### src/rtl/crpm_pkg.sv
package crpm_pkg;
  localparam int unsigned CR_W = 16;

  typedef enum logic [3:0] {
    ST_IDLE   = 4'd0,
    ST_ADR_UP = 4'd1,
    ST_ADR_DN = 4'd2,
    ST_DAT_UP = 4'd3,
    ST_DAT_DN = 4'd4,
    ST_WR_UP  = 4'd5,
    ST_WR_DN  = 4'd6,
    ST_RD_UP  = 4'd7,
    ST_RD_DN  = 4'd8
  } crpm_state_e;
endpackage

### src/rtl/crpm_poll_timer.sv
module crpm_poll_timer #(
  parameter int unsigned POLL_LIMIT = 500000
) (
  input  logic clk,
  input  logic rst_n,
  input  logic clear,
  input  logic run,
  output logic expired
);
  localparam int unsigned CW = $clog2(POLL_LIMIT + 1);
  localparam logic [CW-1:0] LAST = CW'(POLL_LIMIT - 1);

  logic [CW-1:0] cnt_q, cnt_n;
  logic          cnt_en;

  assign expired = run && (cnt_q == LAST);

  always_comb begin
    cnt_en = clear || run;
    if (clear) cnt_n = '0;
    else       cnt_n = cnt_q + CW'(1);
  end

  always_ff @(posedge clk or negedge rst_n) begin
    if (!rst_n)      cnt_q <= '0;
    else if (cnt_en) cnt_q <= cnt_n;
  end
endmodule

### src/rtl/crpm_seq.sv
module crpm_seq
  import crpm_pkg::*;
#(
  parameter int unsigned POLL_LIMIT = 500000
) (
  input  logic        clk,
  input  logic        rst_n,
  input  logic        req_valid,
  input  logic        req_write,
  input  logic        ack,
  output crpm_state_e state,
  output logic        load_addr,
  output logic        load_data,
  output logic        cap_rdata,
  output logic        done,
  output logic        error
);
  crpm_state_e st_q, st_n;
  logic        wr_q;
  logic        wait_hi, wait_lo, waiting, timeout;
  logic        fin_ok;

  assign state   = st_q;
  assign wait_hi = (st_q == ST_ADR_UP) || (st_q == ST_DAT_UP) ||
                   (st_q == ST_WR_UP)  || (st_q == ST_RD_UP);
  assign wait_lo = (st_q == ST_ADR_DN) || (st_q == ST_DAT_DN) ||
                   (st_q == ST_WR_DN)  || (st_q == ST_RD_DN);
  assign waiting = (wait_hi && !ack) || (wait_lo && ack);

  crpm_poll_timer #(.POLL_LIMIT(POLL_LIMIT)) u_timer (
    .clk     (clk),
    .rst_n   (rst_n),
    .clear   (st_n != st_q),
    .run     (waiting),
    .expired (timeout)
  );

  always_comb begin
    st_n      = st_q;
    load_addr = 1'b0;
    load_data = 1'b0;
    cap_rdata = 1'b0;
    fin_ok    = 1'b0;
    case (st_q)
      ST_IDLE: if (req_valid) begin
        st_n      = ST_ADR_UP;
        load_addr = 1'b1;
      end
      ST_ADR_UP: if (ack) st_n = ST_ADR_DN;
      ST_ADR_DN: if (!ack) begin
        if (wr_q) begin
          st_n      = ST_DAT_UP;
          load_data = 1'b1;
        end else begin
          st_n = ST_RD_UP;
        end
      end
      ST_DAT_UP: if (ack) st_n = ST_DAT_DN;
      ST_DAT_DN: if (!ack) st_n = ST_WR_UP;
      ST_WR_UP:  if (ack) st_n = ST_WR_DN;
      ST_WR_DN: if (!ack) begin
        st_n   = ST_IDLE;
        fin_ok = 1'b1;
      end
      ST_RD_UP: if (ack) begin
        st_n      = ST_RD_DN;
        cap_rdata = 1'b1;
      end
      ST_RD_DN: if (!ack) begin
        st_n   = ST_IDLE;
        fin_ok = 1'b1;
      end
      default: st_n = ST_IDLE;
    endcase
    if (timeout) begin
      st_n      = ST_IDLE;
      load_data = 1'b0;
      cap_rdata = 1'b0;
      fin_ok    = 1'b0;
    end
  end

  always_ff @(posedge clk or negedge rst_n) begin
    if (!rst_n) begin
      st_q  <= ST_IDLE;
      wr_q  <= 1'b0;
      done  <= 1'b0;
      error <= 1'b0;
    end else begin
      st_q  <= st_n;
      done  <= fin_ok;
      error <= timeout;
      if (load_addr) wr_q <= req_write;
    end
  end
endmodule

### src/rtl/crpm_bus_regs.sv
module crpm_bus_regs #(
  parameter int unsigned W = 16
) (
  input  logic         clk,
  input  logic         rst_n,
  input  logic         load_addr,
  input  logic         load_data,
  input  logic         cap_rdata,
  input  logic [W-1:0] addr,
  input  logic [W-1:0] wdata,
  input  logic [W-1:0] dout,
  output logic [W-1:0] din,
  output logic [W-1:0] rdata
);
  logic [W-1:0] din_q, din_n, wd_q, rd_q;
  logic         din_en;

  assign din    = din_q;
  assign rdata  = rd_q;
  assign din_en = load_addr || load_data;

  always_comb begin
    if (load_addr) din_n = addr;
    else           din_n = wd_q;
  end

  always_ff @(posedge clk or negedge rst_n) begin
    if (!rst_n) begin
      din_q <= '0;
      wd_q  <= '0;
      rd_q  <= '0;
    end else begin
      if (din_en)    din_q <= din_n;
      if (load_addr) wd_q  <= wdata;
      if (cap_rdata) rd_q  <= dout;
    end
  end
endmodule

### src/rtl/crpm_master.sv
module crpm_master
  import crpm_pkg::*;
#(
  parameter int unsigned POLL_LIMIT = 500000
) (
  input  logic            clk,
  input  logic            rst_n,
  input  logic            req_valid,
  input  logic            req_write,
  input  logic [CR_W-1:0] req_addr,
  input  logic [CR_W-1:0] req_wdata,
  output logic            busy,
  output logic            done,
  output logic            error,
  output logic [CR_W-1:0] rd_data,
  output logic [CR_W-1:0] cr_din,
  output logic            cr_cap_addr,
  output logic            cr_cap_data,
  output logic            cr_write,
  output logic            cr_read,
  input  logic            cr_ack,
  input  logic [CR_W-1:0] cr_dout
);
  crpm_state_e st;
  logic        ld_addr, ld_data, cap_rd;

  crpm_seq #(.POLL_LIMIT(POLL_LIMIT)) u_seq (
    .clk       (clk),
    .rst_n     (rst_n),
    .req_valid (req_valid),
    .req_write (req_write),
    .ack       (cr_ack),
    .state     (st),
    .load_addr (ld_addr),
    .load_data (ld_data),
    .cap_rdata (cap_rd),
    .done      (done),
    .error     (error)
  );

  crpm_bus_regs #(.W(CR_W)) u_regs (
    .clk       (clk),
    .rst_n     (rst_n),
    .load_addr (ld_addr),
    .load_data (ld_data),
    .cap_rdata (cap_rd),
    .addr      (req_addr),
    .wdata     (req_wdata),
    .dout      (cr_dout),
    .din       (cr_din),
    .rdata     (rd_data)
  );

  assign busy        = (st != ST_IDLE);
  assign cr_cap_addr = (st == ST_ADR_UP);
  assign cr_cap_data = (st == ST_DAT_UP);
  assign cr_write    = (st == ST_WR_UP);
  assign cr_read     = (st == ST_RD_UP);
endmodule

### config.mk
export PLATFORM = sky130hd
export DESIGN_NAME = crpm_master
export DESIGN_NICKNAME = d
export VERILOG_FILES = /design/src/rtl/crpm_pkg.sv /design/src/rtl/crpm_poll_timer.sv /design/src/rtl/crpm_seq.sv /design/src/rtl/crpm_bus_regs.sv /design/src/rtl/crpm_master.sv
export SDC_FILE = /design/constraint.sdc
export NUM_CORES = 1
export LEC_CHECK = 0
export BUFFER_PORTS_ARGS = -buffer_cell sky130_fd_sc_hd__buf_2
export CORE_ASPECT_RATIO = 1.2
export CORE_UTILIZATION = 35
export DETAILED_ROUTE_END_ITERATION = 7
export MAX_ROUTING_LAYER = met4
export PLACE_DENSITY = 0.68
export SETUP_SLACK_MARGIN = 0.4
export SLEW_MARGIN = 15
export SYNTH_ARGS = -nofsm -noshare
export SYNTH_HDL_FRONTEND = slang
export SYNTH_SLANG_ARGS = --single-unit
### constraint.sdc
create_clock -name clk -period 5.1 [get_ports clk]
set_input_delay 0.765 -clock clk [delete_from_list [all_inputs] [get_ports clk]]
set_output_delay 0.765 -clock clk [all_outputs]
set_load 0.01 [all_outputs]
Word-level counts from Yosys, hierarchy flattened
Index checks and enable logic that the tools add are counted.
{"block": "word_totals", "ram_bits": 0, "input_bits": 53, "wordCells": 60, "mem_bits_ro": 0, "memories": 0, "ff_bits": 74, "latchBits": 0}
{"block": "op_classes", "n_eq_ne": 10, "div_mod_pow": 0, "shifts": 0, "addsub": 1, "reduce_logical": 16, "bitwise_logic": 0, "n_mul": 0, "mux": 25, "order_cmp": 0}
{"cell": "$mux W4", "count": 9}
{"cell": "$pmux W4 S8", "count": 1}
{"cell": "$add A19 B1 Y19 const B", "count": 1}
{"cell": "$eq A19 B19 Y1 const B", "count": 1}
{"cell": "$mux W19", "count": 1}
{"cell": "$eq A4 B3 Y1 const B", "count": 4}
{"cell": "$mux W16", "count": 1}
{"cell": "$mux W1", "count": 12}
{"cell": "$logic_or A1 B1 Y1", "count": 9}
{"cell": "$eq A4 B2 Y1 const B", "count": 2}
{"cell": "$eq A4 B1 Y1 const B", "count": 1}
{"cell": "$eq A4 B4 Y1 const B", "count": 1}
{"cell": "$logic_not A4 Y1", "count": 1}
{"cell": "$ne A4 B4 Y1", "count": 1}
{"cell": "$reduce_bool A4 Y1", "count": 1}
{"cell": "$logic_and A1 B1 Y1", "count": 3}
{"cell": "$mux W3", "count": 1}
{"cell": "$reduce_or A2 Y1", "count": 1}
{"cell": "$logic_not A1 Y1", "count": 1}

Depth between registers and ports, before layout
{"block": "depth", "ltp_word": 10, "depth_mapped": 9, "depth_no_buf": 6}

Hierarchy
From an unflattened synthesis, not the netlist that was laid out.
{"block": "hier_totals", "cells_unflattened": 314, "area_unflattened_um2": 3577.2}
{"mod": "crpm_bus_regs", "instances": 1, "seq_area_each_um2": 1201.2, "area_per_inst_um2": 1996.9, "cells_per_inst": 137}
{"mod": "crpm_poll_timer", "instances": 1, "seq_area_each_um2": 475.5, "area_per_inst_um2": 1029.7, "cells_per_inst": 109}
{"mod": "crpm_seq", "instances": 1, "seq_area_each_um2": 175.2, "area_per_inst_um2": 504.2, "cells_per_inst": 63}
{"mod": "crpm_master", "instances": 1, "seq_area_each_um2": 0.0, "area_per_inst_um2": 46.3, "cells_per_inst": 5}

Least setup slack after synthesis
No wires, ideal clock.
{"block": "synth_path", "path_type": "input-to-reg", "startpoint": "input cr_ack", "endpoint": "register u_seq.u_timer.cnt_q[11]", "n_path_buf": 2, "arrival_time_ns": 2.505, "setup_slack_ns": 2.530, "path_stages": 8, "setup_time_ns": 0.066, "t_required_ns": 5.034, "path_cell_list": "buf_4 > nand2b_1 > and4_1 > a211oi_1 > o21ai_1 > a222oi_1 > buf_4 > and2_1"}
{"block": "synth_between", "elab_chain_len": 7}
{"item": "from (decl)", "line_no": "crpm_master.sv:21", "rtl": "input logic cr_ack,"}
{"item": "branches (longest 7 deep; another with $mux W19)"}
{"item": "to (signal assigned)", "line_no": "crpm_poll_timer.sv:26", "rtl": "else if (cnt_en) cnt_q <= cnt_n;"}
{"item": "to (decl)", "line_no": "crpm_poll_timer.sv:13", "rtl": "logic [CW-1:0] cnt_q, cnt_n;"}
Parallel ways; which one is timed is not known.
A chain may end at the register's enable or synchronous reset.

Final worst setup path
{"block": "layout_path", "startpoint": "register u_seq.st_q[3], in the netlist u_seq.state[3]", "endpoint": "register u_seq.u_timer.cnt_q[17]"}
{"block": "layout_between", "elab_chain_len": 10}
{"item": "from (decl)", "line_no": "crpm_seq.sv:18", "rtl": "crpm_state_e st_q, st_n;"}
{"item": "from (signal assigned)", "line_no": "crpm_seq.sv:90", "rtl": "st_q <= st_n;"}
{"item": "branches (longest 10 deep; another with $mux W19)"}
Parallel ways; which one is timed is not known.

==> key figures <==
Run status
  • Outcome: complete, no violations

Finish
  • # diodes: 0
  • Finished Core Util: roughly 45%
  • Nets: 451
  • Post-Layout Cell Count: approximately 520
  • Proportion of layout cells with a drive suffix above 1: 35.66%
  • Area grow syn2layout: 23.71%

STA
  • Final period util: between 40% and 50%
  • Final setup vio count: 0
  • Worst-Margin Slew: between 0.9 and 1 ns
  • Final worst slack: around 2.6 ns
  • Max-slew violation count: 0
  • Post-layout min period: between 2 and 2.5 ns
  • Final hold violation count: 0
  • Clock skew: between 0.002 and 0.0025 ns
  • Slew HR: 37.66%
  • RSZ-0062 raised after global routing: no
  • Worst Hold Margin: ~0.47 ns
  • Peak Freq: around 400 MHz
  • Setup Total Neg Slack: 0 ns

Routing
  • # DRC: 0
  • Router iterations before antenna repair: 4
  • Initial DRC Count: ~120
  • Antenna-violating nets left: 0
  • Vias: around 2.6k
  • Post-DR wirelength/cell: approximately 14 µm
  • Vias per inst: 4.950
  • Final wirelength: 7155 µm

Clock network
  • Register clock-pin slew on the reported worst setup and hold paths: 0.06 ns
  • Resize count post-CTS: 0
  • Post-CTS setup repair buffer count: 0
  • Clk_lat worst skew: roughly 0.33 ns
  • Inserted Clock Buffers: 9
  • Longest Clk Path Bufs: 2
  • H-tree depth: 3
  • CTS tree: done
  • Sink Count: 74
  • Root Buffer: clkbuf_16
  • Hold Buf Count CTS: 0

Die
  • Core box area: between 9000 and 10,000 µm²
  • Boundary Pins: 92
  • Initial Utilization: a little over a third
  • Die height: around 110 µm
  • Chip Width: around 93 µm
  • Die area: ~10,000 µm²
  • Row cnt: 39

Worst setup path
  • Worst setup path end: u_seq.u_timer.cnt_q[17]$_DFFE_PN0P_
  • Required time worst endpoint: around 5.3 ns
  • Worst endpoint data arrival time: around 2.7 ns
  • Maximum fanout along the worst path: 19
  • Reg2Reg Capture Point: u_seq.u_timer.cnt_q[17]$_DFFE_PN0P_
  • Critical Path Source Type: flop
  • Endpoint class of the critical path: flop
  • CP Class: flop to flop
  • Reg2reg setup slack: 2.61 ns
  • Worst r2r src: u_seq.state[3]$_DFF_PN0_
  • FF-to-FF path depth: 7
  • Crit path from: u_seq.state[3]$_DFF_PN0_

Min path
  • Hold Crit Class: flop to flop
  • Hold path cells: 2
  • Worst Hold Launch: u_regs.din[11]$_DFFE_PN0P_

Place
  • Gpl congestion: 0.7938
  • Port Buffers: 91
  • Detail Placement HPWL: ~5000 µm
  • Worst slack, placed: around 2.4 ns
  • Inst Count DP: 509

Yosys
  • Post-synthesis compound-gate area fraction: 6.436%
  • Top cells by area in the synthesized netlist: dfrtp_1 54%, mux2_2 11%, mux2i_1 4.9%, nand2_1 3.6%, and2_1 3.5%
  • Area share of the largest cell type after synthesis: between 50 and 60%
  • Syn Inst Count: 308
  • Distinct cells, synth: between 40 and 50
  • Post-synthesis adder-cell area fraction: less than 1%
  • Yosys reg bits: between 70 and 80
  • Async SR Flop Fraction: 100.0%
  • Yosys warnings: 0
  • Dominant cell type by area after synthesis: dfrtp_1
  • EDFF count, synth: 0
  • Fraction of the mapped netlist area in simple logic gates: between 15 and 20%
  • Ys flop type: dfrtp_1
  • Largest family of logic cells by synthesized area: simple AND/OR/NAND/NOR gates
  • Seq/Total Area, Yosys: between 50% and 60%
  • Mean Syn Cell Area: ~11 µm²
  • Mux cell area share after synthesis: 15.75%
  • XOR/XNOR share of the synthesized area: around 4.6%
  • Synth Cell Area: about 3400 µm²
  • Mapped Nets: 362

Power
  • Leakage: 0.002137 µW
  • Power Density: roughly 530 nW/µm²
  • Peak VDD IR: 0.1831 mV

Global route
  • Number of global-route vias before repair: ~2.6k
  • Antenna violations before repair: 0
  • Largest net degree at the start of global routing: between 70 and 80
  • First-pass GRT wire length: 12,250 µm
  • Grt total ovfl: 0
  • Tot GR Track Use: between 10% and 20%

Job
  • # Max-Cap Violations: 0
[sequential cells by signal (all words and copies together), names as in the netlist]
signal	cells
u_seq.u_timer.cnt_q	19
u_seq.done	1
u_seq.wr_q	1
u_seq.error	1
u_regs.din	16
u_regs.rdata	16
u_regs.wd_q	16
u_seq.state	4
[cells in the mapped netlist (3+ instances only)]
master    number
nand2b_1       3
xor2_1         9
mux2_2        33
nor2_1        14
inv_1          3
clkbuf_1       7
and2_1        19
nand2_1       33
nor3_1         8
mux2i_1       17
xnor2_1        9
o21ai_0       18
nand3_1        8
dfrtp_1       74
nor2b_1        3
nand4_1        7
o21ai_1        4
buf_4          4
[worst min-delay path by stage]
stage	endpoint	slack, ns
floorplan	u_regs.din[0]$_DFFE_PN0P_	0.47
global placement	u_regs.din[3]$_DFFE_PN0P_	0.46
detailed placement	u_regs.din[11]$_DFFE_PN0P_	0.47
CTS	u_regs.din[11]$_DFFE_PN0P_	0.48
global route	u_regs.din[6]$_DFFE_PN0P_	0.50
finish	u_regs.din[11]$_DFFE_PN0P_	0.47
[layout make-up]
class	count	area, µm²
clock buffers	9	225.2
repair buffers	92	465.4
fillers	937	5259
multi-input cells	216	1509
flip-flops and latches	74	1852
well taps	123	153.9
inverters	4	16.27
clock inverters	6	35.03
[per-stage QoR]
| stage | power [µW] | cell area [µm²] |
|---|---|---|
| 2_1_floorplan | 1438 | 3441 |
| 3_3_place_gp | 1677 | 3996 |
| 5_1_grt | 2399 | 4257 |
| 4_1_cts | 2278 | 4257 |
| 6_report | 2247 | 4257 |
| 3_5_place_dp | 1712 | 3996 |
[metal layers]
layer / up-vias / share of wire, % / GRT usage, %
met1: 1246 / 43 / 18.38
li1: 1254 / - / -
met2: 82 / 49 / 25.09
met4: 0 / 1.3 / 5.833
met3: 12 / 6.7 / 4.821
met5: - / 0 / -
[critical path, cell delays in order, from the launching register on]
cell and delay (ns):
dfrtp_1 0.62, or3b_1 0.41, or2_1 0.26, o22a_1 0.35, o21ai_1 0.23, a222oi_1 0.13, buf_4 0.22, and2_1 0.17
[layout by cell type (no fill, tap or decap), types with 4 or more instances in the layout]
cell type / Yosys / final
mux2i_1: 17 / 17
nor3_1: 8 / 8
nand4_1: 7 / 7
clkinv_2: 1 / 5
nand3_1: 8 / 7
nand2_1: 33 / 33
o21ai_0: 18 / 18
and2_1: 19 / 19
dfrtp_1: 74 / 74
nor2_1: 14 / 14
mux2_2: 33 / 33
xor2_1: 9 / 9
xnor2_1: 9 / 9
clkbuf_16: 0 / 9
buf_2: 1 / 90
o21ai_1: 4 / 4
[power by group]
part	internal [µW]	leakage, µW	switching (µW)
logic	371	0.00107	390
clock network	322	0.000127	237
registers	795	0.000944	133
[kinds of logic (layout without fill, tap and decap cells)]
family / after synthesis / after routing
simple gates: 110 / 110
flops: 74 / 74
mux: 50 / 50
compound gates: 37 / 37
xor+xnor: 18 / 18
buf+inv: 18 / 111
fa+ha+maj: 1 / 1
Power figures use the tool's default switching activity.
